## src/rtl/cbt_pkg.sv

```systemverilog
package cbt_pkg;
   typedef enum logic [1:0] {
      SEG_SYNC = 2'd0,
      SEG_TS1  = 2'd1,
      SEG_TS2  = 2'd2
   } cbt_seg_e;
endpackage

```

## src/rtl/cbt_cfg_reg.sv

```systemverilog
module cbt_cfg_reg #(
   parameter int BRP_W   = 6,
   parameter int TS1_W   = 4,
   parameter int TS2_W   = 3,
   parameter int SJW_W   = 2,
   parameter int MIN_TS1 = 3,
   parameter int MIN_TS2 = 1
) (
   input  logic             clk,
   input  logic             rst_n,
   input  logic             en,
   input  logic [BRP_W-1:0] brp_in,
   input  logic [TS1_W-1:0] ts1_in,
   input  logic [TS2_W-1:0] ts2_in,
   input  logic [SJW_W-1:0] sjw_in,
   output logic [BRP_W-1:0] brp_q,
   output logic [TS1_W-1:0] ts1_q,
   output logic [TS2_W-1:0] ts2_q,
   output logic [SJW_W-1:0] sjw_q,
   output logic             cfg_err
);
   localparam int CW = (TS1_W > TS2_W) ? TS1_W + 1 : TS2_W + 1;

   logic [CW-1:0] t1_x, t2_x, sj_x;
   logic          bad_brp, bad_t1, bad_t2, bad_order, bad_jump;

   // shadow register: loads only while stopped
   always_ff @(posedge clk or negedge rst_n) begin
      if (!rst_n) begin
         brp_q <= '0;
         ts1_q <= '0;
         ts2_q <= '0;
         sjw_q <= '0;
      end else if (!en) begin
         brp_q <= brp_in;
         ts1_q <= ts1_in;
         ts2_q <= ts2_in;
         sjw_q <= sjw_in;
      end
   end

   assign t1_x = CW'(ts1_q);
   assign t2_x = CW'(ts2_q);
   assign sj_x = CW'(sjw_q);

   assign bad_brp   = (brp_q == '0);
   assign bad_t1    = (t1_x < CW'(MIN_TS1));
   assign bad_t2    = (t2_x < CW'(MIN_TS2));
   assign bad_order = (t1_x <= t2_x);
   assign bad_jump  = (t2_x < sj_x);
   assign cfg_err   = bad_brp | bad_t1 | bad_t2 | bad_order | bad_jump;

   AST_CFG_FROZEN: assert property (@(posedge clk) disable iff (!rst_n)
      $past(en) |-> $stable({brp_q, ts1_q, ts2_q, sjw_q}));
endmodule

```

## src/rtl/cbt_prescaler.sv

```systemverilog
module cbt_prescaler #(
   parameter int BRP_W = 6
) (
   input  logic             clk,
   input  logic             rst_n,
   input  logic             run,
   input  logic [BRP_W-1:0] brp,
   output logic             tick
);
   logic [BRP_W-1:0] pc_q;
   logic             wrap;

   assign wrap = (pc_q == brp - 1'b1);
   assign tick = run & wrap;

   always_ff @(posedge clk or negedge rst_n) begin
      if (!rst_n)      pc_q <= '0;
      else if (!run)   pc_q <= '0;
      else if (wrap)   pc_q <= '0;
      else             pc_q <= pc_q + 1'b1;
   end

   AST_TICK_SPACING: assert property (@(posedge clk) disable iff (!rst_n)
      (tick && brp > 1) |=> !tick);
endmodule

```

## src/rtl/cbt_rx_sync.sv

```systemverilog
module cbt_rx_sync #(
   parameter int STAGES = 2
) (
   input  logic clk,
   input  logic rst_n,
   input  logic rx_in,
   output logic rx_q
);
   if (STAGES == 0) begin : g_direct
      assign rx_q = rx_in;
   end else if (STAGES == 1) begin : g_one
      logic s_q;
      always_ff @(posedge clk or negedge rst_n) begin
         if (!rst_n) s_q <= 1'b1;
         else        s_q <= rx_in;
      end
      assign rx_q = s_q;
   end else begin : g_chain
      logic [STAGES-1:0] s_q;
      always_ff @(posedge clk or negedge rst_n) begin
         if (!rst_n) s_q <= '1;
         else        s_q <= {s_q[STAGES-2:0], rx_in};
      end
      assign rx_q = s_q[STAGES-1];
   end
endmodule

```

## src/rtl/cbt_seg_ctrl.sv

```systemverilog
module cbt_seg_ctrl
   import cbt_pkg::*;
#(
   parameter int TS1_W = 4,
   parameter int TS2_W = 3,
   parameter int SJW_W = 2
) (
   input  logic             clk,
   input  logic             rst_n,
   input  logic             run,
   input  logic             tick,
   input  logic             rx,
   input  logic             bus_idle,
   input  logic [TS1_W-1:0] ts1,
   input  logic [TS2_W-1:0] ts2,
   input  logic [SJW_W-1:0] sjw,
   output logic             sample_stb,
   output logic             sample_bit,
   output logic             bit_start
);
   localparam int L1MAX = (1 << TS1_W) + (1 << SJW_W);
   localparam int LEN_W = $clog2(L1MAX + 1);

   cbt_seg_e          seg_q, seg_d;
   logic [LEN_W-1:0]  cnt_q, cnt_d, len1_q, len1_d, len2_q, len2_d;
   logic              prev_q, prev_d, dom_q, dom_d, rs_q, rs_d;
   logic              stb_d, bit_d, bst_d;
   logic [LEN_W-1:0]  base1, base2, jump, cnt_inc, rem2, err_late, err_early, l1, l2;
   logic              edge_w, hard_w, rs_ok;

   assign base1    = LEN_W'(ts1) + LEN_W'(1);
   assign base2    = LEN_W'(ts2) + LEN_W'(1);
   assign jump     = LEN_W'(sjw) + LEN_W'(1);
   assign cnt_inc  = cnt_q + LEN_W'(1);
   assign rem2     = len2_q - cnt_q;
   assign err_late = (cnt_inc < jump) ? cnt_inc : jump;
   assign err_early = (rem2 < jump) ? rem2 : jump;

   // edges are judged on quantum boundaries only
   assign edge_w = tick & prev_q & ~rx;
   assign hard_w = edge_w & bus_idle;
   assign rs_ok  = edge_w & ~bus_idle & ~rs_q & ~dom_q;

   always_comb begin
      seg_d  = seg_q;
      cnt_d  = cnt_q;
      len1_d = len1_q;
      len2_d = len2_q;
      prev_d = prev_q;
      dom_d  = dom_q;
      rs_d   = rs_q;
      stb_d  = 1'b0;
      bst_d  = 1'b0;
      bit_d  = sample_bit;
      l1     = len1_q;
      l2     = len2_q;
      if (tick) begin
         prev_d = rx;
         if (hard_w) begin
            seg_d = SEG_SYNC;
            cnt_d = '0;
            bst_d = 1'b1;
            rs_d  = 1'b0;
         end else begin
            case (seg_q)
               SEG_SYNC: begin
                  seg_d  = SEG_TS1;
                  cnt_d  = '0;
                  len1_d = base1;
                  len2_d = base2;
               end
               SEG_TS1: begin
                  if (rs_ok) begin
                     l1   = len1_q + err_late;
                     rs_d = 1'b1;
                  end
                  len1_d = l1;
                  if (cnt_inc == l1) begin
                     seg_d = SEG_TS2;
                     cnt_d = '0;
                     stb_d = 1'b1;
                     bit_d = rx;
                     dom_d = ~rx;
                  end else begin
                     cnt_d = cnt_inc;
                  end
               end
               SEG_TS2: begin
                  if (rs_ok) begin
                     l2   = len2_q - err_early;
                     rs_d = 1'b1;
                  end
                  len2_d = l2;
                  if (cnt_inc >= l2) begin
                     seg_d = SEG_SYNC;
                     cnt_d = '0;
                     bst_d = 1'b1;
                     rs_d  = 1'b0;
                  end else begin
                     cnt_d = cnt_inc;
                  end
               end
               default: begin
                  seg_d = SEG_SYNC;
                  cnt_d = '0;
               end
            endcase
         end
      end
   end

   always_ff @(posedge clk or negedge rst_n) begin
      if (!rst_n) begin
         seg_q      <= SEG_SYNC;
         cnt_q      <= '0;
         len1_q     <= '0;
         len2_q     <= '0;
         prev_q     <= 1'b1;
         dom_q      <= 1'b0;
         rs_q       <= 1'b0;
         sample_stb <= 1'b0;
         sample_bit <= 1'b1;
         bit_start  <= 1'b0;
      end else if (!run) begin
         seg_q      <= SEG_SYNC;
         cnt_q      <= '0;
         len1_q     <= base1;
         len2_q     <= base2;
         prev_q     <= 1'b1;
         dom_q      <= 1'b0;
         rs_q       <= 1'b0;
         sample_stb <= 1'b0;
         bit_start  <= 1'b0;
      end else begin
         seg_q      <= seg_d;
         cnt_q      <= cnt_d;
         len1_q     <= len1_d;
         len2_q     <= len2_d;
         prev_q     <= prev_d;
         dom_q      <= dom_d;
         rs_q       <= rs_d;
         sample_stb <= stb_d;
         sample_bit <= bit_d;
         bit_start  <= bst_d;
      end
   end

   AST_BSTART_IN_SYNC: assert property (@(posedge clk) disable iff (!rst_n)
      bit_start |-> seg_q == SEG_SYNC);
   AST_STROBE_EXCL: assert property (@(posedge clk) disable iff (!rst_n)
      !(sample_stb && bit_start));
   AST_SAMPLE_AT_TS2: assert property (@(posedge clk) disable iff (!rst_n)
      sample_stb |-> (seg_q == SEG_TS2 && cnt_q == '0));
   AST_TS1_CAP: assert property (@(posedge clk) disable iff (!rst_n)
      (run && $past(run)) |-> len1_q <= base1 + jump);
   AST_TS2_FLOOR: assert property (@(posedge clk) disable iff (!rst_n)
      (run && $past(run)) |-> len2_q + jump >= base2);
   AST_HELD_QUIET: assert property (@(posedge clk) disable iff (!rst_n)
      !run |=> (!sample_stb && !bit_start && seg_q == SEG_SYNC));
endmodule

```

## src/rtl/can_bit_timer.sv

```systemverilog
module can_bit_timer #(
   parameter int BRP_W   = 6,
   parameter int TS1_W   = 4,
   parameter int TS2_W   = 3,
   parameter int SJW_W   = 2,
   parameter int MIN_TS1 = 3,
   parameter int MIN_TS2 = 1,
   parameter int RX_SYNC = 2
) (
   input  logic             clk,
   input  logic             rst_n,
   input  logic             en,
   input  logic [BRP_W-1:0] cfg_brp,
   input  logic [TS1_W-1:0] cfg_tseg1,
   input  logic [TS2_W-1:0] cfg_tseg2,
   input  logic [SJW_W-1:0] cfg_sjw,
   input  logic             rx_in,
   input  logic             bus_idle,
   output logic             sample_stb,
   output logic             sample_bit,
   output logic             bit_start,
   output logic             cfg_err
);
   if (BRP_W < 1 || TS1_W < 2 || TS2_W < 1 || SJW_W < 1) begin : g_bad_width
      $error("can_bit_timer: field widths too small");
   end
   if (SJW_W > TS2_W) begin : g_bad_jump
      $error("can_bit_timer: jump field wider than segment 2 field");
   end
   if (RX_SYNC < 0 || RX_SYNC > 4) begin : g_bad_sync
      $error("can_bit_timer: RX_SYNC out of range");
   end

   logic [BRP_W-1:0] brp_s;
   logic [TS1_W-1:0] ts1_s;
   logic [TS2_W-1:0] ts2_s;
   logic [SJW_W-1:0] sjw_s;
   logic             run, tick, rx_s;

   cbt_cfg_reg #(
      .BRP_W(BRP_W), .TS1_W(TS1_W), .TS2_W(TS2_W), .SJW_W(SJW_W),
      .MIN_TS1(MIN_TS1), .MIN_TS2(MIN_TS2)
   ) cfg_i (
      .clk(clk), .rst_n(rst_n), .en(en),
      .brp_in(cfg_brp), .ts1_in(cfg_tseg1), .ts2_in(cfg_tseg2), .sjw_in(cfg_sjw),
      .brp_q(brp_s), .ts1_q(ts1_s), .ts2_q(ts2_s), .sjw_q(sjw_s),
      .cfg_err(cfg_err)
   );

   assign run = en & ~cfg_err;

   cbt_prescaler #(.BRP_W(BRP_W)) pre_i (
      .clk(clk), .rst_n(rst_n), .run(run), .brp(brp_s), .tick(tick)
   );

   cbt_rx_sync #(.STAGES(RX_SYNC)) rxs_i (
      .clk(clk), .rst_n(rst_n), .rx_in(rx_in), .rx_q(rx_s)
   );

   cbt_seg_ctrl #(.TS1_W(TS1_W), .TS2_W(TS2_W), .SJW_W(SJW_W)) seg_i (
      .clk(clk), .rst_n(rst_n), .run(run), .tick(tick), .rx(rx_s),
      .bus_idle(bus_idle), .ts1(ts1_s), .ts2(ts2_s), .sjw(sjw_s),
      .sample_stb(sample_stb), .sample_bit(sample_bit), .bit_start(bit_start)
   );

   AST_ERR_QUIET: assert property (@(posedge clk) disable iff (!rst_n)
      cfg_err |=> (!sample_stb && !bit_start));
endmodule

```

## config.mk

```make
export PLATFORM = sky130hd
export DESIGN_NAME = can_bit_timer
export DESIGN_NICKNAME = d
export VERILOG_FILES = /design/src/rtl/cbt_pkg.sv /design/src/rtl/cbt_cfg_reg.sv /design/src/rtl/cbt_prescaler.sv /design/src/rtl/cbt_rx_sync.sv /design/src/rtl/cbt_seg_ctrl.sv /design/src/rtl/can_bit_timer.sv
export SDC_FILE = /design/constraint.sdc
export NUM_CORES = 1
export LEC_CHECK = 0
export BUFFER_PORTS_ARGS = -buffer_cell sky130_fd_sc_hd__buf_2
export CAP_MARGIN = 20
export CORE_AREA = 2 2 83 85
export CTS_CLUSTER_SIZE = 30
export DETAILED_ROUTE_END_ITERATION = 6
export DIE_AREA = 0 0 85 87
export GPL_ROUTABILITY_DRIVEN = 0
export GPL_TIMING_DRIVEN = 0
export MAX_ROUTING_LAYER = met4
export PLACE_DENSITY = 0.71
export SYNTH_ARGS = -nofsm -noshare
export SYNTH_HDL_FRONTEND = slang
export SYNTH_SLANG_ARGS = --single-unit
```

## constraint.sdc

```tcl
create_clock -name clk -period 13.7 [get_ports clk]
set_input_delay 2.055 -clock clk [delete_from_list [all_inputs] [get_ports clk]]
set_output_delay 2.055 -clock clk [all_outputs]
set_load 0.005 [all_outputs]
```

==> results_dict.tcl, run 1 <==
set metrics [dict create \
    die-width_um 85 \
    layout.filler_cells 592 \
    hp-class "reg -> reg" \
    synthDominantCellAreaShare 0.2989 \
    first_iter_violations 149 \
    maximum_number_of_pins_on_one_net_before_global_route_repair 47 \
    wl_um 7670 \
    ctsRootBufferMaster "clkbuf_8" \
    vias_in_the_first_global_route 2964 \
    post_drt_wl_per_cell_um 16.01 \
    final_core_occ 0.5870 \
    period_minus_slack_ns 5.171 \
    die_area_um2 7395 \
    max-clock-path-buffers 2 \
    netlist_area_um2 3516 \
    area_growth_syn_to_layout_pct 9.680 \
    finClkSkew_ns 0.008067 \
    post_cts.repair.setup_buffers 0 \
    dpl.hpwl_um 5954 \
    initial_core_util 0.5352 \
    post_route_cells_drive_above_1_share 0.1629 \
    achievable-frequency_ghz 0.1934 \
    fin_worst_hold_slack_ns 0.3577 \
    htree_depth 2 \
    groute.usage.overall 0.2296 \
    layout.cells.most_common "dfrtp_1" \
    rsz_0062_raised_after_global_routing "no" \
    run_status "finished clean" \
    multi_input_area_um2 2240 \
    n_antenna_cell 0 \
    report.final.hold_viol_count 0 \
    timing.max_cap.violations 0 \
    synth-seq-cells 46 \
    fin_setup_tns_ns 0 \
    clkSlewWorstSetupHoldPaths_ns 0.08 \
    area.sequential_um2 1156 \
    syn_area_per_cell_um2 9.554 \
    detailroute.via_count 2825 \
    dp_worst_setup_slack_ns 8.242 \
    timing.critical_path.fanout_max 8 \
    core-area_um2 6569 \
    r2r_start "seg_i.cnt_q[0]$_DFFE_PN0P_" \
    drv_slew 0 \
    asyncSetResetFlopFracSynth 1.000 \
    synth-seq-area-share 0.3288 \
    worst-slew-pin-transition_ns 0.7078 \
    avgViaCountPerCell 5.898 \
    hp-start "rxs_i.g_chain.s_q[0]$_DFF_PN1_" \
    syn-instance-count 368 \
    timing.critical_path.from "bus_idle" \
    design.final.nets 457 \
    antenna_found_initial 0 \
    cts_sinks 46 \
    maximum_ir_drop_on_the_vdd_rail_uv 64.52 \
    clock_insertion_delay_at_the_later_pin_of_the_skew_report_ns 0.30 \
    instances_no_fill 479 \
    yosys-top-cells-area "dfrtp_1 30%, ha_1 13%, mux2_2 5.4%, xnor2_1 4.2%, a21o_1 3.2%" \
    power.density_nw_per_um2 108.8 \
    post_cts_hold_buffer_count 0 \
    final-setup-viol-count 0 \
    relative_slew_slack 0.5238 \
    static-leakage-power_nw 1.773 \
    tritoncts "done" \
    count_of_distinct_cell_types_in_the_synthesized_netlist 58 \
    cp.arrival_ns 5.34 \
    die_y_um 87 \
    critical_path.endpoint_type "register" \
    fin_crit_sh 0.3774 \
    tritoncts.num_buffers 5 \
    route.antenna.remaining_nets 0 \
    globalRouteOverflowTotal 0 \
    most-common-layout-cells "42 x dfrtp_1, 36 x ha_1, 27 x inv_1, 24 x nand2_1, 24 x nor2_1" \
    postSynth.topFlopCell "dfrtp_1" \
    detailed_route_drc_error_count 0 \
    synth-edff-count 0 \
    synth_warnings 0 \
    rows 30 \
    firstDrtPassIters 4 \
    critPathKind "in -> reg" \
    post_cts_resized 0 \
    io_buffer_count 22 \
    floorplan.io_pins 24 \
    critPathRequiredTime_ns 13.87 \
    synth_top_cell_by_area "dfrtp_1" \
    start_kind "input port" \
    grt_pass1_wl_um 13360 \
    dp.cells 470 \
    layout_setup_ws_ns 8.529 \
    synthesis.nets 427 \
]
## final timing paths
kind                            depth (start not counted)  slack [ns]                        endpoint
worst max-delay path                                   14        8.53      seg_i.seg_q[1]$_DFFE_PN0P_
worst min-delay path                                    0        0.36  rxs_i.g_chain.s_q[1]$_DFF_PN1_
worst max register to register                         21        8.61      seg_i.seg_q[1]$_DFFE_PN0P_
worst min register to register                          0        0.36  rxs_i.g_chain.s_q[1]$_DFF_PN1_
max in group asynchronous                               2       11.43        seg_i.prev_q$_DFFE_PN1P_
min in group asynchronous                               1        1.69     seg_i.len2_q[4]$_DFFE_PN0P_
## metrics by stage
stage / total power (W) / cell area, µm²
2_1_floorplan: 0.0002806 / 3516
3_3_place_gp: 0.0003127 / 3726
3_5_place_dp: 0.0003192 / 3726
4_1_cts: 0.0004225 / 3836
5_1_grt: 0.0004524 / 3856
6_report: 0.0004196 / 3856
## synth_stat cells (all sizes together) (2+ instances only)
| cell | n |
|---|---|
| nor2b | 2 |
| nand3 | 19 |
| nor3 | 9 |
| xnor2 | 18 |
| clkbuf | 4 |
| a21oi | 19 |
| dfstp | 4 |
| nand2b | 8 |
| nand3b | 3 |
| nor2 | 24 |
| mux2i | 9 |
| o22a | 2 |
| nor4 | 2 |
| and3 | 4 |
| a22oi | 3 |
| o21ai | 11 |
| a32o | 3 |
| fa | 3 |
| xor2 | 12 |
| or4 | 4 |
| a211oi | 2 |
| nand4 | 3 |
| o221ai | 2 |
| inv | 27 |
| a21o | 15 |
| a31oi | 3 |
| ha | 36 |
| a2bb2oi | 2 |
| mux2 | 19 |
| o211ai | 2 |
| dfrtp | 42 |
| or2 | 4 |
| o22ai | 4 |
| nand2 | 24 |
| conb | 2 |
| a221o | 3 |
## registers in the layout, indices dropped and copies added (netlist names), 3 cells and up
| signal | flops |
|---|---|
| cfg_i.brp_q | 6 |
| pre_i.pc_q | 6 |
| seg_i.cnt_q | 5 |
| seg_i.len1_q | 5 |
| seg_i.len2_q | 5 |
| cfg_i.ts1_q | 4 |
| cfg_i.ts2_q | 3 |
## worst max-delay path, stage by stage
cell and delay (ns):
buf_2 0.11, nor4_1 0.64, nand3_2 0.39, mux2i_1 0.32, ha_1 0.27, nand2b_1 0.14, a21o_1 0.17, a21o_1 0.18
a21o_1 0.18, a21oi_1 0.29, nand3_1 0.19, nor2b_1 0.18, nand4_1 0.10, o311ai_1 0.12
## cell type report
type,instances,area share
Inverter,27,0.02628
Buffer,5,0.004867
Clock inverter,2,0.009734
Tap cell,80,0.02596
Clock buffer,6,0.01882
Multi-Input combinational cell,290,0.5808
Sequential cell,46,0.2998
Timing Repair Buffer,23,0.03374
## routing by layer
metal,track usage,part of all wire
met1,0.2667,0.44
met2,0.4063,0.52
met3,0.02844,0.019
met4,0.08802,0.022
met5,-,0
## power breakdown
part / internal [W] / switching (W)
logic: 0.0000713 / 0.0000854
registers: 0.000147 / 0.0000146
clock network: 0.0000545 / 0.0000465
total: 0.000273 / 0.000147
## cell families after synthesis
logic type                 share of synthesized area
xor gates and xnor gates                     0.07687
adders and majority gates                     0.1452
buffers and inverters                        0.03416
DFF                                           0.3288
muxes                                        0.08754
other                                       0.002136
AOI/OAI and AO/OA                             0.1648
and+or+nand+nor                               0.1605
(Power assumes the default switching activity.)
==> run 2: changes to the inputs <==
--- a/config.mk
+++ b/config.mk
@@ -5,16 +5,17 @@
 export SDC_FILE = /design/constraint.sdc
 export NUM_CORES = 1
 export LEC_CHECK = 0
+export ABC_AREA = 1
 export BUFFER_PORTS_ARGS = -buffer_cell sky130_fd_sc_hd__buf_2
 export CAP_MARGIN = 20
-export CORE_AREA = 2 2 83 85
+export CORE_AREA = 2 2 85 87
 export CTS_CLUSTER_SIZE = 30
 export DETAILED_ROUTE_END_ITERATION = 6
-export DIE_AREA = 0 0 85 87
+export DIE_AREA = 0 0 87 89
 export GPL_ROUTABILITY_DRIVEN = 0
 export GPL_TIMING_DRIVEN = 0
 export MAX_ROUTING_LAYER = met4
-export PLACE_DENSITY = 0.71
+export PLACE_DENSITY = 0.72
 export SYNTH_ARGS = -nofsm -noshare
 export SYNTH_HDL_FRONTEND = slang
 export SYNTH_SLANG_ARGS = --single-unit
==> constraint.sdc (replaced) <==
create_clock -name clk -period 4.75 [get_ports clk]
set_input_delay 0.7125 -clock clk [delete_from_list [all_inputs] [get_ports clk]]
set_output_delay 0.7125 -clock clk [all_outputs]
set_load 0.005 [all_outputs]
==> run 2 against run 1 <==
Combinational power grew to 4.0 times the previous value. Area after synthesis grew 3.1%. Clock power grew to 3.0 times the previous value. Largest power group is now combinational cells.
==> results_dict.tcl, run 2 <==
set metrics [dict create \
    die_area_um2 7743 \
    worst-slew-pin-transition_ns 0.5736 \
    worst-r2r-setup-slack_ns 0.26 \
    cpMostUsedCell "inv_1" \
    avgViaCountPerCell 5.448 \
    area.sequential_um2 1157 \
    count_of_distinct_cell_types_in_the_synthesized_netlist 45 \
    route.antenna.remaining_nets 0 \
    report.final.hold_viol_count 0 \
    timing.reg2reg.worst_path_depth 27 \
    placed_area_um2 3835 \
    timing.critical_path.from "seg_i.len2_q[0]$_DFFE_PN0P_" \
    syn_area_per_cell_um2 7.812 \
    floorplan.io_pins 24 \
    critical_path.endpoint_type "register" \
    groute.usage.overall 0.2370 \
    static-leakage-power_nw 2.084 \
    finClkSkew_ns 0.006283 \
    hp-class "in -> async" \
    critical_path.max_stage_delay_ns 0.55 \
    postSynth.topFlopCell "dfrtp_1" \
    netlist_area_um2 3625 \
    achievable-frequency_ghz 0.2229 \
    post_route_cells_drive_above_1_share 0.1900 \
    maximum_ir_drop_on_the_vdd_rail_uv 175.4 \
    worstPathBufferInverterCount 5 \
    dp.cells 566 \
    critPathKind "reg -> reg" \
    r2r_start "seg_i.len2_q[0]$_DFFE_PN0P_" \
    tritoncts.num_buffers 5 \
    core-area_um2 6719 \
    detailroute.via_count 3160 \
    layout.filler_cells 592 \
    run_status "finished clean" \
    layout.cells.most_common "nand2_1" \
    critPathRequiredTime_ns 4.99 \
    synth.most_common_cell "nand2_1" \
    fin_crit_sh 0.9443 \
    detailed_route_drc_error_count 0 \
    synth_top_cell_by_area "dfrtp_1" \
    clock_insertion_delay_at_the_later_pin_of_the_skew_report_ns 0.31 \
    htree_depth 2 \
    reg.largest.list "cfg_i.brp_q: 6 flops, pre_i.pc_q: 6 flops" \
    final_core_occ 0.6071 \
    rows 30 \
    timing.critical_path.fanout_max 5 \
    design.final.nets 558 \
    io_buffer_count 22 \
    fin_worst_hold_slack_ns 0.2973 \
    most-common-layout-cells "89 x nand2_1, 70 x inv_1, 41 x dfrtp_1, 38 x nor2_1, 34 x ha_1" \
    post_cts_hold_buffer_count 0 \
    power.density_nw_per_um2 347.8 \
    die_y_um 89 \
    relative_slew_slack 0.6162 \
    cts_sinks 46 \
    first_iter_violations 164 \
    synth_cell_count_leaders "90 x nand2_1, 72 x inv_1, 42 x dfrtp_1" \
    synth-seq-area-share 0.3190 \
    vias_in_the_first_global_route 3134 \
    cp.arrival_ns 4.73 \
    initial_core_util 0.5395 \
    synth-edff-count 0 \
    yosys-top-cells-area "dfrtp_1 29%, ha_1 12%, nand2_1 9.3%, inv_1 7.5%, nor2_1 3.9%" \
    synthDominantCellAreaShare 0.2900 \
    timing.max_cap.violations 0 \
    firstDrtPassIters 4 \
    asyncSetResetFlopFracSynth 1.000 \
    critPathTopFamily "adder cells" \
    synth_warnings 0 \
    tritoncts "done" \
    dpl.hpwl_um 6259 \
    clkSlewWorstSetupHoldPaths_ns 0.09 \
    grt_pass1_wl_um 14000 \
    wl_um 8173 \
    drv_slew 0 \
    syn-instance-count 464 \
    worst-path-stages 27 \
    period_minus_slack_ns 4.486 \
    post_layout_power_w 0.001419 \
    maximum_number_of_pins_on_one_net_before_global_route_repair 47 \
    die-width_um 87 \
    start_kind "register" \
    slowest_stage "fa_2" \
    synth-seq-cells 46 \
    post_drt_wl_per_cell_um 14.09 \
    crit-reg2reg-capture "seg_i.cnt_q[1]$_DFFE_PN0P_" \
    antenna_found_initial 0 \
    ctsRootBufferMaster "clkbuf_8" \
    final-setup-viol-count 0 \
    n_antenna_cell 0 \
    synthesis.nets 523 \
    area_growth_syn_to_layout_pct 12.53 \
    globalRouteOverflowTotal 0 \
    max-clock-path-buffers 2 \
    instances_no_fill 580 \
    multi_input_area_um2 2225 \
    stdcell_area_um2 4079 \
]
## run 2: power by group
group	leakage [nW]	internal [W]	switching [W]
sequential	0.567	0.000434	0.0000461
combinational	1.46	0.000256	0.000379
clock	0.0514	0.000157	0.000146
total	2.08	0.000847	0.000571
## run 2: how the worst max path moves through the flow
stage / end / slack, ns
final: seg_i.cnt_q[1]$_DFFE_PN0P_ / 0.26
after global routing: seg_i.rs_q$_DFFE_PN0P_ / -0.03
after CTS: seg_i.cnt_q[1]$_DFFE_PN0P_ / 0.04
after detailed placement: seg_i.cnt_q[1]$_DFFE_PN0P_ / -0.17
after global placement: seg_i.cnt_q[0]$_DFFE_PN0P_ / -0.08
after floorplan: seg_i.cnt_q[0]$_DFFE_PN0P_ / 0.35
## run 2: area by class of cell
cell class              count  share of cell area
inverters                  79             0.07270
multi-input cells         335              0.5454
repair buffers             28             0.04110
plain buffers               4            0.005521
flip-flops and latches     46              0.2837
clock buffers               6             0.01779
clock inverters             2            0.009202
well taps                  80             0.02454
## run 2: metrics by stage
step                      setup slack (ns)  setup TNS, ns
after floorplan                     0.3545              0
final                               0.2644              0
after global placement            -0.07650        -0.4366
after CTS                          0.04237              0
after detailed placement           -0.1695         -1.146
after global routing              -0.02693       -0.07321
## run 2: cells by family (layout without fill, tap and decap cells)
| family | count (synthesis) | in the layout | synth area share |
|---|---|---|---|
| XOR/XNOR | 18 | 18 | 0.04764 |
| AO/OA/AOI/OAI | 74 | 74 | 0.1219 |
| multiplexers | 4 | 4 | 0.01243 |
| adder cells (fa/ha/maj) | 39 | 39 | 0.1408 |
| flip-flops | 46 | 46 | 0.3190 |
| other | 2 | 2 | 0.002072 |
| buffers and inverters | 83 | 119 | 0.08802 |
| AND/OR/NAND/NOR | 198 | 198 | 0.2682 |
## run 2: repair_timing
| action | CTS | global route |
|---|---|---|
| resized for setup | 6 | 14 |
| buffers inserted | 1 | 4 |
| pin swaps | 3 | 7 |
| endpoints found under the setup margin | 9 | 9 |
## run 2: routing by layer
| layer | share of wire | global-route usage | up-vias |
|---|---|---|---|
| met5 | 0 | - | - |
| met4 | 0.017 | 0.06676 | 0 |
| met2 | 0.49 | 0.4136 | 68 |
| li1 | - | - | 1596 |
| met3 | 0.038 | 0.02862 | 12 |
| met1 | 0.46 | 0.2903 | 1484 |
==> run 3: changes to the inputs <==
--- a/config.mk
+++ b/config.mk
@@ -5,17 +5,17 @@
 export SDC_FILE = /design/constraint.sdc
 export NUM_CORES = 1
 export LEC_CHECK = 0
-export ABC_AREA = 1
 export BUFFER_PORTS_ARGS = -buffer_cell sky130_fd_sc_hd__buf_2
 export CAP_MARGIN = 20
-export CORE_AREA = 2 2 85 87
+export CORE_AREA = 2 2 83 85
+export CTS_BUF_LIST = sky130_fd_sc_hd__clkbuf_16
 export CTS_CLUSTER_SIZE = 30
 export DETAILED_ROUTE_END_ITERATION = 6
-export DIE_AREA = 0 0 87 89
+export DIE_AREA = 0 0 85 87
 export GPL_ROUTABILITY_DRIVEN = 0
 export GPL_TIMING_DRIVEN = 0
 export MAX_ROUTING_LAYER = met4
-export PLACE_DENSITY = 0.72
+export PLACE_DENSITY = 0.74
 export SYNTH_ARGS = -nofsm -noshare
 export SYNTH_HDL_FRONTEND = slang
 export SYNTH_SLANG_ARGS = --single-unit
==> run 3 against run 2 <==
Maximum frequency decreased by 2.2%. Clock power increased by 28%. First-iteration DRC count decreased by 23%. Core utilization increased by 1.7 points. Critical endpoint is now seg_i.sample_bit$_DFFE_PN1P_. Largest cell class unchanged.
==> results_dict.tcl, run 3 (same netlist as run 1, synthesis figures left out) <==
set metrics [dict create \
    run_status "finished clean" \
    grt_pass1_wl_um 13390 \
    maximum_number_of_pins_on_one_net_before_global_route_repair 47 \
    detailed_route_drc_error_count 0 \
    relative_slew_slack 0.4995 \
    reg.largest.list "cfg_i.brp_q: 6 flops, pre_i.pc_q: 6 flops" \
    report.final.hold_viol_count 0 \
    critPathKind "reg -> reg" \
    dpl.hpwl_um 5799 \
    instances_no_fill 489 \
    wl_um 7949 \
    critPathRequiredTime_ns 4.96 \
    rows 30 \
    tritoncts.num_buffers 5 \
    avgViaCountPerCell 5.992 \
    first_iter_violations 126 \
    route.antenna.remaining_nets 0 \
    ctsRootBufferMaster "clkbuf_16" \
    critical_path.endpoint_type "register" \
    floorplan.io_pins 24 \
    groute.usage.overall 0.2297 \
    post_drt_wl_per_cell_um 16.26 \
    core-area_um2 6569 \
    die_y_um 87 \
    io_buffer_count 22 \
    area_growth_syn_to_layout_pct 16.69 \
    htree_depth 2 \
    detailroute.via_count 2930 \
    layout.cells.most_common "dfrtp_1" \
    slowest_stage "or4_4" \
    achievable-frequency_ghz 0.2179 \
    clkSlewWorstSetupHoldPaths_ns 0.06 \
    firstDrtPassIters 5 \
    power.density_nw_per_um2 337.2 \
    antenna_found_initial 0 \
    hp-class "reg -> reg" \
    clock_insertion_delay_at_the_later_pin_of_the_skew_report_ns 0.29 \
    most-common-layout-cells "40 x dfrtp_1, 32 x ha_1, 25 x inv_1, 24 x nand2_1, 24 x nor2_1" \
    die-width_um 85 \
    initial_core_util 0.5352 \
    finClkSkew_ns 0.004226 \
    rsz_0062_raised_after_global_routing "no" \
    vias_in_the_first_global_route 2937 \
    post_route_cells_drive_above_1_share 0.2298 \
    design.final.nets 467 \
    cts_sinks 46 \
    fin_crit_sh 0.9660 \
    die_area_um2 7395 \
    maximum_ir_drop_on_the_vdd_rail_uv 234.2 \
    timing.critical_path.fanout_max 9 \
    globalRouteOverflowTotal 0 \
    n_antenna_cell 0 \
    timing.max_cap.violations 0 \
    drv_slew 0 \
    fin_setup_tns_ns 0 \
    start_kind "register" \
    critical_path.max_stage_delay_ns 0.57 \
    worst-slew-pin-transition_ns 0.7438 \
    static-leakage-power_nw 1.853 \
    cp_cell_sequence "ha_2, ha_1, a21o_1, a2111o_1, mux2i_1, ha_1, inv_1, fa_1, inv_1, a21o_1, a21oi_1, or4_4, xnor2_4, nand3_4, or4_4, mux2_4" \
    dp.cells 470 \
    tritoncts "done" \
    final-setup-viol-count 0 \
    max-clock-path-buffers 2 \
    period_minus_slack_ns 4.589 \
    cp.arrival_ns 4.80 \
]
run 3: changes by cell type in the layout (fill, tap and decap cells not counted), sizes merged, moves of 13 or more:
cell / before / now
mux2: 4 / 19
nand2: 96 / 24
a21o: 2 / 15
nand3: 36 / 19
nor2: 46 / 24
o21ai: 28 / 11
inv: 78 / 28
xnor2: 2 / 18
run 3: path summary, 6_finish.rpt:
kind / from / to / slack, ns / depth (start not counted)
worst max-delay path: seg_i.cnt_q[0]$_DFFE_PN0P_ / seg_i.sample_bit$_DFFE_PN1P_ / 0.16 / 16
worst min-delay path: rxs_i.g_chain.s_q[0]$_DFF_PN1_ / rxs_i.g_chain.s_q[1]$_DFF_PN1_ / 0.36 / 0
worst max register to register: seg_i.cnt_q[0]$_DFFE_PN0P_ / seg_i.sample_bit$_DFFE_PN1P_ / 0.16 / 16
worst min register to register: rxs_i.g_chain.s_q[0]$_DFF_PN1_ / rxs_i.g_chain.s_q[1]$_DFF_PN1_ / 0.36 / 0
max in group asynchronous: rst_n / cfg_i.sjw_q[0]$_DFFE_PN0N_ / 3.86 / 2
min in group asynchronous: rst_n / seg_i.seg_q[0]$_DFFE_PN0P_ / 0.38 / 1
run 3: metal layers:
metal / global-route usage / share of wire / vias to the layer above
met5: - / 0 / -
met4: 0.06494 / 0.021 / 0
met3: 0.02275 / 0.032 / 19
met2: 0.4176 / 0.52 / 75
met1: 0.2706 / 0.42 / 1428
li1: - / - / 1408
run 3: repair_timing:
action                     CTS  global route
buffers inserted             1             9
gates resized for setup      3            22
setup endpoints to repair    8            11
pin swaps                    0            12
hold buffers                 0             0
cloned                       0             0
run 3: critical path: cells and delay by family (launching register included):
family / cells / cell delay, ns
simple gates: 3 / 1.17
xor+xnor: 1 / 0.19
flops: 1 / 0.45
mux: 2 / 0.49
buf+inv: 2 / 0.13
fa+ha+maj: 4 / 1.29
compound gates: 4 / 0.82
run 3: metrics by stage:
| stage | worst slack (ns) | instance area, µm² | hold WS (ns) | utilization | power [W] |
|---|---|---|---|---|---|
| after floorplan | 0.3122 | 3516 | 0.3452 | - | 0.0008094 |
| after global placement | -0.1946 | 3726 | 0.3454 | 0.5672 | 0.0009003 |
| after detailed placement | -0.2768 | 3726 | 0.3470 | 0.5672 | 0.0009225 |
| after CTS | 0.004295 | 3906 | 0.3559 | 0.5947 | 0.001320 |
| after global routing | 0.008386 | 4103 | 0.3601 | 0.6246 | 0.001468 |
| final | 0.1613 | 4103 | 0.3551 | 0.6246 | 0.001383 |
run 3: layout make-up:
| cell class | count | area, µm² |
|---|---|---|
| clock inverter | 3 | 37.54 |
| clock buffer | 5 | 125.1 |
| fill | 531 | 2466 |
| inverter | 27 | 101.3 |
| multi-input combinational | 290 | 2356 |
| tap | 80 | 100.1 |
| buffer | 5 | 18.77 |
| timing repair buffer | 33 | 205.2 |
| sequential | 46 | 1159 |
run 3: power by group:
group          switching (W)  internal, W
combinational       0.000276     0.000250
sequential         0.0000433     0.000426
clock               0.000144     0.000245
total               0.000463     0.000920
